===== src/rtl/rstpin_pkg.sv =====
package rstpin_pkg;

   typedef enum logic [1:0] {
      CAUSE_EXT  = 2'b00,
      CAUSE_CMON = 2'b01,
      CAUSE_WDOG = 2'b10
   } cause_e;

   typedef enum logic [1:0] {
      ST_IDLE  = 2'd0,
      ST_DRIVE = 2'd1,
      ST_WIN   = 2'd2,
      ST_EXT   = 2'd3
   } phase_e;

endpackage


===== src/rtl/rstpin_sync.sv =====
module rstpin_sync #(
   parameter int STAGES = 2
) (
   input  logic clk,
   input  logic rst_n,
   input  logic d,
   output logic q
);
   generate
      if (STAGES < 2) begin : g_bad_stages
         $error("rstpin_sync: STAGES must be at least 2");
      end
   endgenerate

   logic [STAGES-1:0] chain;

   // Reset to 0: the pin counts as low until it has been seen high.
   always_ff @(posedge clk or negedge rst_n) begin
      if (!rst_n) chain <= '0;
      else        chain <= {chain[STAGES-2:0], d};
   end

   assign q = chain[STAGES-1];
endmodule


===== src/rtl/rstpin_tick_cnt.sv =====
module rstpin_tick_cnt #(
   parameter int CW = 4
) (
   input  logic          clk,
   input  logic          rst_n,
   input  logic          clr,
   input  logic          tick,
   output logic [CW-1:0] cnt
);
   always_ff @(posedge clk or negedge rst_n) begin
      if (!rst_n)    cnt <= '0;
      else if (clr)  cnt <= '0;
      else if (tick) cnt <= cnt + 1'b1;
   end
endmodule


===== src/rtl/rstpin_fsm.sv =====
module rstpin_fsm
   import rstpin_pkg::*;
#(
   parameter int HOLD_E = 16,
   parameter int WIN_E  = 4,
   parameter int CW     = 4
) (
   input  logic          clk,
   input  logic          rst_n,
   input  logic          e_en,
   input  logic          pin_s,
   input  logic          flt_cm,
   input  logic          flt_wd,
   input  logic [CW-1:0] cnt,
   output logic          cnt_clr,
   output logic          pin_oe,
   output logic          core_rst,
   output logic [1:0]    cause
);
   phase_e st, st_nxt;
   cause_e cs, cs_nxt;
   logic   seen_hi, seen_nxt;
   logic   hold_end, win_end;

   assign hold_end = e_en && (cnt == CW'(HOLD_E - 1));
   assign win_end  = e_en && (cnt == CW'(WIN_E - 1));

   always_comb begin
      st_nxt   = st;
      cs_nxt   = cs;
      seen_nxt = seen_hi;
      cnt_clr  = 1'b0;
      unique case (st)
         ST_IDLE: begin
            cnt_clr = 1'b1;
            if (!pin_s) begin
               st_nxt = ST_EXT;
               cs_nxt = CAUSE_EXT;
            end else if (flt_cm) begin
               st_nxt = ST_DRIVE;
               cs_nxt = CAUSE_CMON;
            end else if (flt_wd) begin
               st_nxt = ST_DRIVE;
               cs_nxt = CAUSE_WDOG;
            end
         end
         ST_DRIVE: begin
            if (hold_end) begin
               st_nxt   = ST_WIN;
               cnt_clr  = 1'b1;
               seen_nxt = 1'b0;
            end
         end
         ST_WIN: begin
            if (e_en && pin_s && !win_end) seen_nxt = 1'b1;
            if (win_end) begin
               st_nxt  = pin_s ? ST_IDLE : ST_EXT;
               cnt_clr = 1'b1;
               if (!seen_hi) cs_nxt = CAUSE_EXT;
            end
         end
         ST_EXT: begin
            cnt_clr = 1'b1;
            if (e_en && pin_s) st_nxt = ST_IDLE;
         end
         default: st_nxt = ST_EXT;
      endcase
   end

   always_ff @(posedge clk or negedge rst_n) begin
      if (!rst_n) begin
         st       <= ST_EXT;
         cs       <= CAUSE_EXT;
         seen_hi  <= 1'b0;
         core_rst <= 1'b1;
      end else begin
         st       <= st_nxt;
         cs       <= cs_nxt;
         seen_hi  <= seen_nxt;
         core_rst <= (st_nxt != ST_IDLE);
      end
   end

   assign pin_oe = (st == ST_DRIVE);
   assign cause  = cs;
endmodule


===== src/rtl/rstpin_ctrl.sv =====
module rstpin_ctrl #(
   parameter int HOLD_E      = 16,
   parameter int WIN_E       = 4,
   parameter int SYNC_STAGES = 2
) (
   input  logic       clk,
   input  logic       rst_n,
   input  logic       e_en,
   input  logic       pin_in,
   input  logic       flt_cm,
   input  logic       flt_wd,
   output logic       pin_oe,
   output logic       core_rst,
   output logic [1:0] cause
);
   localparam int MAXC = (HOLD_E > WIN_E) ? HOLD_E : WIN_E;
   localparam int CW   = $clog2(MAXC);

   generate
      if (HOLD_E < 2) begin : g_bad_hold
         $error("rstpin_ctrl: HOLD_E must be at least 2");
      end
      if (WIN_E < 2) begin : g_bad_win
         $error("rstpin_ctrl: WIN_E must be at least 2");
      end
   endgenerate

   logic          pin_s;
   logic          cnt_clr;
   logic [CW-1:0] cnt;

   rstpin_sync #(.STAGES(SYNC_STAGES)) u_sync (
      .clk   (clk),
      .rst_n (rst_n),
      .d     (pin_in),
      .q     (pin_s)
   );

   rstpin_tick_cnt #(.CW(CW)) u_cnt (
      .clk   (clk),
      .rst_n (rst_n),
      .clr   (cnt_clr),
      .tick  (e_en),
      .cnt   (cnt)
   );

   rstpin_fsm #(.HOLD_E(HOLD_E), .WIN_E(WIN_E), .CW(CW)) u_fsm (
      .clk      (clk),
      .rst_n    (rst_n),
      .e_en     (e_en),
      .pin_s    (pin_s),
      .flt_cm   (flt_cm),
      .flt_wd   (flt_wd),
      .cnt      (cnt),
      .cnt_clr  (cnt_clr),
      .pin_oe   (pin_oe),
      .core_rst (core_rst),
      .cause    (cause)
   );
endmodule


===== config.mk =====
export PLATFORM = sky130hd
export DESIGN_NAME = rstpin_ctrl
export DESIGN_NICKNAME = d
export VERILOG_FILES = /design/src/rtl/rstpin_pkg.sv /design/src/rtl/rstpin_sync.sv /design/src/rtl/rstpin_tick_cnt.sv /design/src/rtl/rstpin_fsm.sv /design/src/rtl/rstpin_ctrl.sv
export SDC_FILE = /design/constraint.sdc
export NUM_CORES = 1
export LEC_CHECK = 0
export BUFFER_PORTS_ARGS = -buffer_cell sky130_fd_sc_hd__buf_4
export CAP_MARGIN = 30
export CORE_UTILIZATION = 45
export CTS_CLUSTER_DIAMETER = 30
export DETAILED_ROUTE_END_ITERATION = 7
export PLACE_DENSITY = 0.66
export SYNTH_ARGS = -nofsm -noshare
export SYNTH_HDL_FRONTEND = slang
export SYNTH_HIERARCHICAL = 1
export SYNTH_SLANG_ARGS = --single-unit

===== constraint.sdc =====
create_clock -name clk -period 2.1 [get_ports clk]
set_clock_uncertainty 0.15 [all_clocks]
set_input_delay 0.105 -clock clk [delete_from_list [all_inputs] [get_ports clk]]
set_output_delay 0.105 -clock clk [all_outputs]
set_load 0.03 [all_outputs]

==> summary.txt <==
Floorplanning
  • Die Area: roughly 1700 sq um
  • Starting density of the core: 50.7%
  • Core area: roughly 1400 sq um
  • Die H: slightly above 40 microns
  • Die Width: roughly 41 microns
  • # rows: 13
  • IO Count: 10

Placement
  • DP Cell Count: 94
  • PortBufs: 9
  • DP HPWL: approximately 980 microns
  • Routability cong.: between 0.7 and 0.8

Drt
  • Routed WL per cell: ~13 microns
  • WL final: between 1000 and 1500 microns
  • DR top layer: met4
  • First drt pass iteration count: 4
  • Avg Vias per Cell: approximately 5.3
  • Via count of the routed design: 540
  • Drc violations: 0
  • Detail Route met3 WL: around 15 microns
  • First DRT Iteration DRCs: 4
  • Post-DRT Antenna Nets: 0
  • DR WL met2: approximately 550 microns
  • Met1 Wirelength: between 700 and 800 microns

Layout
  • Antenna diodes: 0
  • Post-Route Utilization: between 60% and 70%
  • Fin nets: 99
  • Most frequent cells in the layout: 11 x buf_4, 9 x dfrtp_1, 6 x nor2_1, 6 x ha_1
  • Final non-filler cell total: between 100 and 150
  • Synthesis-to-finish area growth: 25.4%
  • Most common cell after layout, fill and taps aside: buf_4
  • Fraction of layout cells with a size suffix above 1: slightly below 30%

Timing
  • Final TNS setup: 0 ns
  • RSZ-0062 raised after global routing: false
  • Minimum clock period: 1.98 ns
  • Slew @ Worst Pin: 0.330 ns
  • Hold violation count in the final report: 0
  • Setup violations, final: 0
  • Final worst-path cycle share: around 94%
  • Max Slew Vio Count: 0
  • Fmax: between 0.5 and 0.6 GHz
  • Hold slack: between 0.01 and 0.015 ns
  • Slew headroom: just under 80%

Logic synthesis
  • Syn Area/Cell: between 10 and 15 sq um
  • Sequential share of the synthesized area: roughly 44%
  • Synth warnings: 6
  • Syn_nets: 80
  • Syn Inst Count: 68
  • Register bit total from synthesis: 12
  • Synth cell types: 32
  • Synth Cell Area: 684 sq um

GRT
  • Vias in the first global route: roughly 460
  • Initial antenna violation count: 0
  • Gr ovfl total: 0
  • GRT Total Usage: 20.1%
  • First-pass GRT wire length: ~2100 microns
  • Largest net degree at the start of global routing: 13

Clocking
  • TritonCTS buffer count: 3
  • Clock sink count: 12
  • Clk_lat worst skew: ~0.26 ns
  • TritonCTS clock tree: yes
  • Clock transition at path regs: 0.07 ns
  • CTS Buffer Depth: 2
  • CTS root buf: clkbuf_4
  • H-tree levels: 1

Setup path
  • Crit path kind: reg2reg
  • Critical path launch point: u_fsm/st[1]$_DFF_PN1_
  • Worst r2r src: u_fsm/st[1]$_DFF_PN1_
  • CP Data Arrival Time: 1.98 ns
  • Flop2flop setup slack: 0.12 ns
  • CP Max Fanout: 6
  • Critical Path RT: 2.10 ns
  • Critical Path Source Type: register
  • Critical path endpoint category: register

Power and ir drop
  • Power Dens Cells: 1450 nW/um^2
  • Max VDD drop: 0.000745 V
  • Power, Total: roughly 1200 uW
  • Leakage power: approximately 0.00040 uW

Run
  • Max-cap violation count: 0

Worst hold path
  • Worst hold start: e_en
  • Min-delay worst type: in2reg

Run status
  • Outcome: finished, final reports clean
worst max-delay path, cell delays in order (launching register included):
cell     delay [ns]
dfstp_2        0.57
ha_1           0.23
inv_2          0.10
nor4_2         0.29
o31a_1         0.21
nor2_1         0.06
mux2_4         0.26
path summary, 6_finish.rpt:
check / cells after the start / end
setup reg to reg: 6 / u_cnt/cnt[3]$_DFFE_PN0P_
hold reg to reg: 0 / u_sync/chain[1]$_DFF_PN0_
min in group asynchronous: 2 / u_sync/chain[1]$_DFF_PN0_
max in group asynchronous: 2 / u_fsm/st[1]$_DFF_PN1_
setup / recovery: 6 / u_cnt/cnt[3]$_DFFE_PN0P_
hold / removal: 3 / u_cnt/cnt[0]$_DFFE_PN0P_
kinds of logic (layout without fill, tap and decap cells):
kind of cell    after synthesis  count (layout)  synth area share [%]
mux                           2               2                  3.66
simple gates                 24              24                  19.0
flops                        12              12                  44.4
fa+ha+maj                     6               6                  11.0
xor+xnor                      1               1                  1.28
compound gates               18              18                  17.9
buf+inv                       5              23                  2.74
layout make-up:
cell class	instances	area, sq um
Clock buffer	4	36.3
Multi-Input combinational cell	51	368
Fill cell	108	492
Tap cell	15	18.8
Timing Repair Buffer	14	113
Sequential cell	12	304
Inverter	5	18.8
metrics by stage:
stage          cell area (sq um)  setup slack, ns
3_5_place_dp                 786           0.0157
4_1_cts                      858           0.0993
5_1_grt                      858          0.00545
3_3_place_gp                 786          0.00690
6_report                     858            0.117
2_1_floorplan                684           0.0736
registers in the layout, summed over array words and instances, names as in the netlist:
| name | flops |
|---|---|
| u_fsm/st | 2 |
| u_fsm/core_rst | 1 |
| u_fsm/cause | 2 |
| u_fsm/seen_hi | 1 |
| u_sync/chain | 2 |
| u_cnt/cnt | 4 |
repair_timing:
| action | CTS | global route |
|---|---|---|
| setup buffers | 0 | 0 |
| gates resized for setup | 1 | 0 |
| hold buffers | 3 | 0 |
| endpoints found under the hold margin | 15 | 0 |
| endpoints found under the setup margin | 1 | 0 |
per-layer routing:
| metal | track usage [%] | vias up |
|---|---|---|
| met5 | 0 | - |
| met4 | 12.5 | 0 |
| met3 | 1.63 | 2 |
| met2 | 25.0 | 3 |
| met1 | 32.5 | 250 |
| li1 | - | 285 |
synthesized netlist by cell type, drive strengths merged:
cell	n	share of area [%]
a21bo	1	1.5
a21o	1	1.1
a21oi	2	1.5
a2bb2oi	1	1.3
a31oi	4	3.7
and3	1	0.91
dfrtp	9	33
dfstp	3	12
ha	6	11
inv	5	2.7
mux2	1	2.2
mux2i	1	1.5
nand2	5	3.1
nand3	3	2.9
nand3b	1	1.1
nand4	1	0.91
nor2	6	3.3
nor2b	2	1.8
nor3	2	2.2
nor4	2	1.8
o211ai	1	1.1
o21ai	5	3.7
o31a	1	1.3
o41a	1	1.6
o41ai	1	1.3
or2	1	0.91
xnor2	1	1.3
power by group:
| part | leakage [uW] | switching (uW) | total [uW] | internal, uW |
|---|---|---|---|---|
| combinational | 0.000234 | 376 | 669 | 293 |
| sequential | 0.000149 | 69.0 | 402 | 333 |
| clock | 0.0000210 | 71.7 | 177 | 105 |
| total | 0.000404 | 516 | 1250 | 731 |
(Power assumes the default switching activity.)
